### src/rtl/uvr_pkg.sv
package uvr_pkg;
   typedef enum logic [2:0] {
      RX_IDLE  = 3'd0,
      RX_START = 3'd1,
      RX_DATA  = 3'd2,
      RX_STOP  = 3'd3,
      RX_HOLD  = 3'd4
   } rx_state_t;
endpackage

### src/rtl/uvr_tick_gen.sv
module uvr_tick_gen #(
   parameter int CLK_DIV = 54
) (
   input  logic clk,
   input  logic rst_n,
   output logic tick_o
);
   localparam int CNT_W = (CLK_DIV > 1) ? $clog2(CLK_DIV) : 1;
   localparam logic [CNT_W-1:0] CNT_LAST = CNT_W'(CLK_DIV - 1);

   generate
      if (CLK_DIV < 1) begin : g_bad_div
         $error("uvr_tick_gen: CLK_DIV must be at least 1");
      end else if (CLK_DIV == 1) begin : g_every_clock
         assign tick_o = 1'b1;
      end else begin : g_counter
         logic [CNT_W-1:0] cnt_q;
         always_ff @(posedge clk or negedge rst_n) begin
            if (!rst_n) begin
               cnt_q <= '0;
            end else if (cnt_q == CNT_LAST) begin
               cnt_q <= '0;
            end else begin
               cnt_q <= cnt_q + 1'b1;
            end
         end
         assign tick_o = (cnt_q == CNT_LAST);
      end
   endgenerate
endmodule

### src/rtl/uvr_sync.sv
module uvr_sync #(
   parameter int STAGES = 2
) (
   input  logic clk,
   input  logic rst_n,
   input  logic d_i,
   output logic q_o
);
   generate
      if (STAGES < 2) begin : g_bad_stages
         $error("uvr_sync: STAGES must be at least 2");
      end
   endgenerate

   logic [STAGES-1:0] pipe_q;

   always_ff @(posedge clk or negedge rst_n) begin
      if (!rst_n) begin
         pipe_q <= '1;
      end else begin
         pipe_q <= {pipe_q[STAGES-2:0], d_i};
      end
   end

   assign q_o = pipe_q[STAGES-1];
endmodule

### src/rtl/uvr_vote.sv
module uvr_vote (
   input  logic clk,
   input  logic rst_n,
   input  logic smp_en_i,
   input  logic din_i,
   output logic vote_o
);
   logic [1:0] hist_q;

   always_ff @(posedge clk or negedge rst_n) begin
      if (!rst_n) begin
         hist_q <= 2'b11;
      end else if (smp_en_i) begin
         hist_q <= {hist_q[0], din_i};
      end
   end

   // majority of the two stored samples and the one being taken now
   assign vote_o = (hist_q[1] & hist_q[0]) | (hist_q[1] & din_i) | (hist_q[0] & din_i);
endmodule

### src/rtl/uart_vote_rx.sv
module uart_vote_rx
   import uvr_pkg::*;
#(
   parameter int CLK_DIV = 54,
   parameter int OVS     = 16,
   parameter int DATA_W  = 8
) (
   input  logic              clk,
   input  logic              rst_n,
   input  logic              rx_i,
   output logic [DATA_W-1:0] data_o,
   output logic              valid_o,
   output logic              frame_err_o
);
   localparam int PH_W  = $clog2(OVS);
   localparam int BIT_W = (DATA_W > 1) ? $clog2(DATA_W) : 1;
   localparam logic [PH_W-1:0]  PH_FIRST = PH_W'(OVS / 2 - 1);
   localparam logic [PH_W-1:0]  PH_LAST  = PH_W'(OVS / 2 + 1);
   localparam logic [BIT_W-1:0] BIT_LAST = BIT_W'(DATA_W - 1);

   generate
      if (OVS < 8 || (OVS & (OVS - 1)) != 0) begin : g_bad_ovs
         $error("uart_vote_rx: OVS must be a power of two, at least 8");
      end
      if (DATA_W < 1) begin : g_bad_width
         $error("uart_vote_rx: DATA_W must be at least 1");
      end
   endgenerate

   logic tick;
   logic rx_s;
   logic vote;
   logic smp_en;

   rx_state_t         st_q;
   logic [PH_W-1:0]   ph_q;
   logic [BIT_W-1:0]  bit_q;
   logic [DATA_W-1:0] shr_q;

   uvr_tick_gen #(.CLK_DIV(CLK_DIV)) u_tick (
      .clk    (clk),
      .rst_n  (rst_n),
      .tick_o (tick)
   );

   uvr_sync #(.STAGES(2)) u_sync (
      .clk   (clk),
      .rst_n (rst_n),
      .d_i   (rx_i),
      .q_o   (rx_s)
   );

   logic in_frame;
   assign in_frame = (st_q == RX_START) || (st_q == RX_DATA) || (st_q == RX_STOP);
   assign smp_en   = in_frame && tick && (ph_q >= PH_FIRST) && (ph_q <= PH_LAST);

   uvr_vote u_vote (
      .clk      (clk),
      .rst_n    (rst_n),
      .smp_en_i (smp_en),
      .din_i    (rx_s),
      .vote_o   (vote)
   );

   logic decide;
   assign decide = in_frame && tick && (ph_q == PH_LAST);

   always_ff @(posedge clk or negedge rst_n) begin
      if (!rst_n) begin
         st_q        <= RX_IDLE;
         ph_q        <= '0;
         bit_q       <= '0;
         shr_q       <= '0;
         data_o      <= '0;
         valid_o     <= 1'b0;
         frame_err_o <= 1'b0;
      end else begin
         valid_o     <= 1'b0;
         frame_err_o <= 1'b0;
         if (in_frame && tick) begin
            ph_q <= ph_q + 1'b1;
         end
         unique case (st_q)
            RX_IDLE: begin
               if (!rx_s) begin
                  st_q <= RX_START;
                  ph_q <= '0;
               end
            end
            RX_START: begin
               if (decide) begin
                  if (vote) begin
                     st_q <= RX_IDLE;
                  end else begin
                     st_q  <= RX_DATA;
                     bit_q <= '0;
                  end
               end
            end
            RX_DATA: begin
               if (decide) begin
                  shr_q <= {vote, shr_q[DATA_W-1:1]};
                  if (bit_q == BIT_LAST) begin
                     st_q <= RX_STOP;
                  end else begin
                     bit_q <= bit_q + 1'b1;
                  end
               end
            end
            RX_STOP: begin
               if (decide) begin
                  valid_o     <= 1'b1;
                  frame_err_o <= !vote;
                  data_o      <= shr_q;
                  st_q        <= vote ? RX_IDLE : RX_HOLD;
               end
            end
            RX_HOLD: begin
               if (rx_s) begin
                  st_q <= RX_IDLE;
               end
            end
            default: st_q <= RX_IDLE;
         endcase
      end
   end
endmodule

### config.mk
export PLATFORM = sky130hd
export DESIGN_NAME = uart_vote_rx
export DESIGN_NICKNAME = d
export VERILOG_FILES = /design/src/rtl/uvr_pkg.sv /design/src/rtl/uvr_tick_gen.sv /design/src/rtl/uvr_sync.sv /design/src/rtl/uvr_vote.sv /design/src/rtl/uart_vote_rx.sv
export SDC_FILE = /design/constraint.sdc
export NUM_CORES = 1
export LEC_CHECK = 0
export BUFFER_PORTS_ARGS = -buffer_cell sky130_fd_sc_hd__buf_2
export CORE_MARGIN = 2
export CORE_UTILIZATION = 60
export CTS_BUF_LIST = sky130_fd_sc_hd__clkbuf_16
export DETAILED_ROUTE_END_ITERATION = 10
export PLACE_DENSITY = 0.8
export REMOVE_ABC_BUFFERS = 1
export SKIP_LAST_GASP = 1
export SYNTH_ARGS = -nofsm -noshare
export SYNTH_HDL_FRONTEND = slang
export SYNTH_SLANG_ARGS = --single-unit
### constraint.sdc
create_clock -name clk -period 4.3 [get_ports clk]
set_input_delay 1.29 -clock clk [delete_from_list [all_inputs] [get_ports clk]]
set_output_delay 1.29 -clock clk [all_outputs]
set_load 0.03 [all_outputs]
==> summary.txt <==
Clk buf depth -> 2
Wirelength per Cell -> 16.1 um
Pre-antenna DRT Iters -> 4
Peak supply drop -> 395 uV
Max-slew headroom -> 46.4%
Design Power -> 707 uW
Multi-input logic area -> 736 um^2
Syn Inst Count -> 134
Sequential-to-total area share from yosys stat -> 54.8%
Final Cycle Share -> 49.5%
# H-tree levels -> 2
Mapped Area -> 1750 um^2
Sum of negative setup slack -> 0 ps
Final Max Tran Viols -> 0
Post-CTS Setup Repair Bufs -> 0
Die width -> 57.9 um
PD cells -> 364 nW/um^2
Clock skew -> 4.84 ps
NetSw -> 137 uW
Via count -> 1053
DP HPWL -> 1.99 mm
Num CTS Buffers -> 5
Area grow syn2layout -> 11.3%
Die ar. -> 3360 um^2
Final WL -> 2.91 mm
Reg area -> 956 um^2
Vias in the first global route -> 1104
Seq pwr share -> 51.0%
HP Class -> reg -> reg
Largest stage delay, worst path -> 380 ps
Post-CTS sizing -> 0
Hold buffer count at CTS -> 0
ANT cells -> 0
Setup crit start kind -> flip-flop
Critical Path RT -> 3010 ps
Die height -> 57.9 um
Row cnt -> 19
Final nets -> 159
Largest net degree at the start of global routing -> 39
Layout cells sized above 1 -> 31.3%
Result of the run -> completed
Mean area per synthesized cell -> 13.0 um^2
Fmax -> 469 MHz
PortBufs -> 12
DR vias/cell -> 5.82
Layout fillers -> 206
Root buf cell -> clkbuf_16
Static Leak -> 0.000956 uW
Clock Latency Late Sink -> 280 ps
Netlist cell types -> 38
Min Tclk post-route -> 2130 ps
Max-cap violations -> 0
Slew at the pin closest to its max-slew limit -> 804 ps
GPL Wtd Cong -> 0.705
Final setup viols -> 0
Clk sinks -> 38
Final hold violations -> 0
Core area -> 2760 um^2
CP Capture Type -> output port
Clock input transition at the sequential cells of the worst setup and hold paths -> 50 ps
Wire length of the first global-routing pass -> 5.03 mm
Initial Util -> 63.3%
Crit-path cells -> buf_2
Warnings, synthesis -> 0
Largest delay share family, worst path -> flip-flops
Slowest CP cell -> dfrtp_1
Crit path buf inv count -> 1
Combinational power share -> 1.1%
RSZ-0062 raised after global routing -> no
Path type of the worst setup path -> reg -> out
# DRC -> 0
Clk pwr share -> 47.9%
Initial antenna violation count -> 0
Antenna Nets Post-Route -> 0
Ports -> 13
Flops & latches, synth -> 38
Total grt overflow -> 0
Total track usage -> 20.5%
Sw Share -> 19.4%
CP Max Fanout -> 2
DRT iter0 DRCs -> 20
Int Power -> 570 uW
TritonCTS clock tree -> done
Arrival time worst endpoint -> 840 ps
-- worst paths after layout --
kind,slack [ps],startpoint,cells past startpoint,to
max in group asynchronous,2690,rst_n,1,shr_q[2]
min reg2reg,350,u_sync.pipe_q[0],0,u_sync.pipe_q[1]
min in group asynchronous,1100,rst_n,1,ph_q[0]
max reg2reg,2390,ph_q[1],5,shr_q[1]
max,2170,data_o[4],1,data_o[4]
min,350,u_sync.pipe_q[0],0,u_sync.pipe_q[1]
-- final cells by class --
class | instances | area share [%]
multi-input combinational | 88 | 37.9
tap | 31 | 2.00
inverter | 4 | 0.773
clock inverter | 3 | 0.644
sequential | 38 | 49.2
timing repair buffer | 12 | 3.09
clock buffer | 5 | 6.44
-- registers in the layout, summed over array words and instances, names as in the netlist --
signal and cells:
frame_err_o 1, u_vote.hist_q 2, u_sync.pipe_q 2, valid_o 1, ph_q 4, st_q 3
bit_q 3, shr_q 8, data_o 8, u_tick.g_counter.cnt_q 6
-- routing by layer --
layer	wire, um	global-route usage [%]	vias to the layer above
met2	1470	34.3	12
met3	91	6.70	6
met1	1300	24.7	536
met5	0	0	-
li1	-	-	499
met4	49	7.97	0
-- logic make-up after synthesis --
family | share of synthesized area (%)
AND/OR/NAND/NOR | 15.3
XOR/XNOR | 3.01
multiplexers | 14.6
flip-flops | 54.8
buffers and inverters | 3.08
AO/OA/AOI/OAI | 3.66
adder cells (fa/ha/maj) | 5.59
-- power by group through the flow --
| stage | clock [uW] | combinational [uW] | sequential (uW) |
|---|---|---|---|
| 2_1_floorplan | 0 | 0.186 | 366 |
| 3_3_place_gp | 0 | 7.53 | 367 |
| 6_report | 339 | 7.49 | 361 |
| 5_1_grt | 365 | 9.13 | 360 |
| 4_1_cts | 349 | 8.03 | 361 |
| 3_5_place_dp | 0 | 7.98 | 367 |
-- stage by stage --
| step | util, % | instances | hold WS, ps | instance area, um^2 | setup slack (ps) |
|---|---|---|---|---|---|
| 2_1_floorplan | - | 130 | 345 | 1710 | 2530 |
| 3_3_place_gp | 65.5 | 173 | 348 | 1810 | 2370 |
| 3_5_place_dp | 65.5 | 173 | 348 | 1810 | 2330 |
| 4_1_cts | 70.5 | 181 | 355 | 1940 | 2160 |
| 5_1_grt | 70.5 | 181 | 362 | 1940 | 2140 |
| 6_report | 70.5 | 181 | 355 | 1940 | 2170 |
-- synth_stat cells --
library cell / n / area share, %
or3_1: 3 / 1.1
xor2_1: 3 / 1.5
and4_1: 2 / 1.0
mux2_2: 11 / 7.1
nand3_1: 5 / 1.4
nor2_1: 11 / 2.4
and3_1: 1 / 0.36
xnor2_1: 3 / 1.5
and2_4: 2 / 1.0
nor3_1: 1 / 0.29
a22o_1: 2 / 1.0
and3b_1: 1 / 0.50
o31ai_1: 1 / 0.43
a21oi_1: 2 / 0.57
and4_4: 1 / 0.65
o211ai_1: 1 / 0.43
nand4_1: 1 / 0.36
and2b_2: 1 / 0.50
o22ai_1: 1 / 0.36
and4_2: 1 / 0.57
o21ai_0: 1 / 0.29
and2b_1: 1 / 0.43
dfrtp_1: 34 / 49
and4b_1: 2 / 1.1
or2_2: 1 / 0.36
mux2_4: 8 / 6.9
nand2b_1: 1 / 0.36
mux2i_1: 1 / 0.57
buf_6: 3 / 1.9
nand2_1: 6 / 1.3
nor3b_1: 3 / 1.3
ha_1: 7 / 5.0
inv_1: 4 / 0.86
o311a_1: 1 / 0.57
clkbuf_2: 1 / 0.29
dfstp_2: 4 / 6.0
maj3_1: 1 / 0.57
nor2b_1: 1 / 0.36
-- layout by cell type, fill, tap and decap left out, types with 2 or more instances in the layout --
cell type	synthesis	routed
dfrtp_1	34	34
clkbuf_16	0	5
nor2_1	11	11
and4b_1	2	2
ha_1	7	7
xor2_1	3	3
dfstp_2	4	4
and2_4	2	2
buf_2	0	12
a21oi_1	2	2
mux2_4	8	8
a22o_1	2	2
or3_1	3	3
nand2_1	6	6
inv_1	4	5
mux2_2	11	11
xnor2_1	3	3
nor3b_1	3	3
and4_1	2	2
nand3_1	5	5
(Power assumes the default switching activity.)
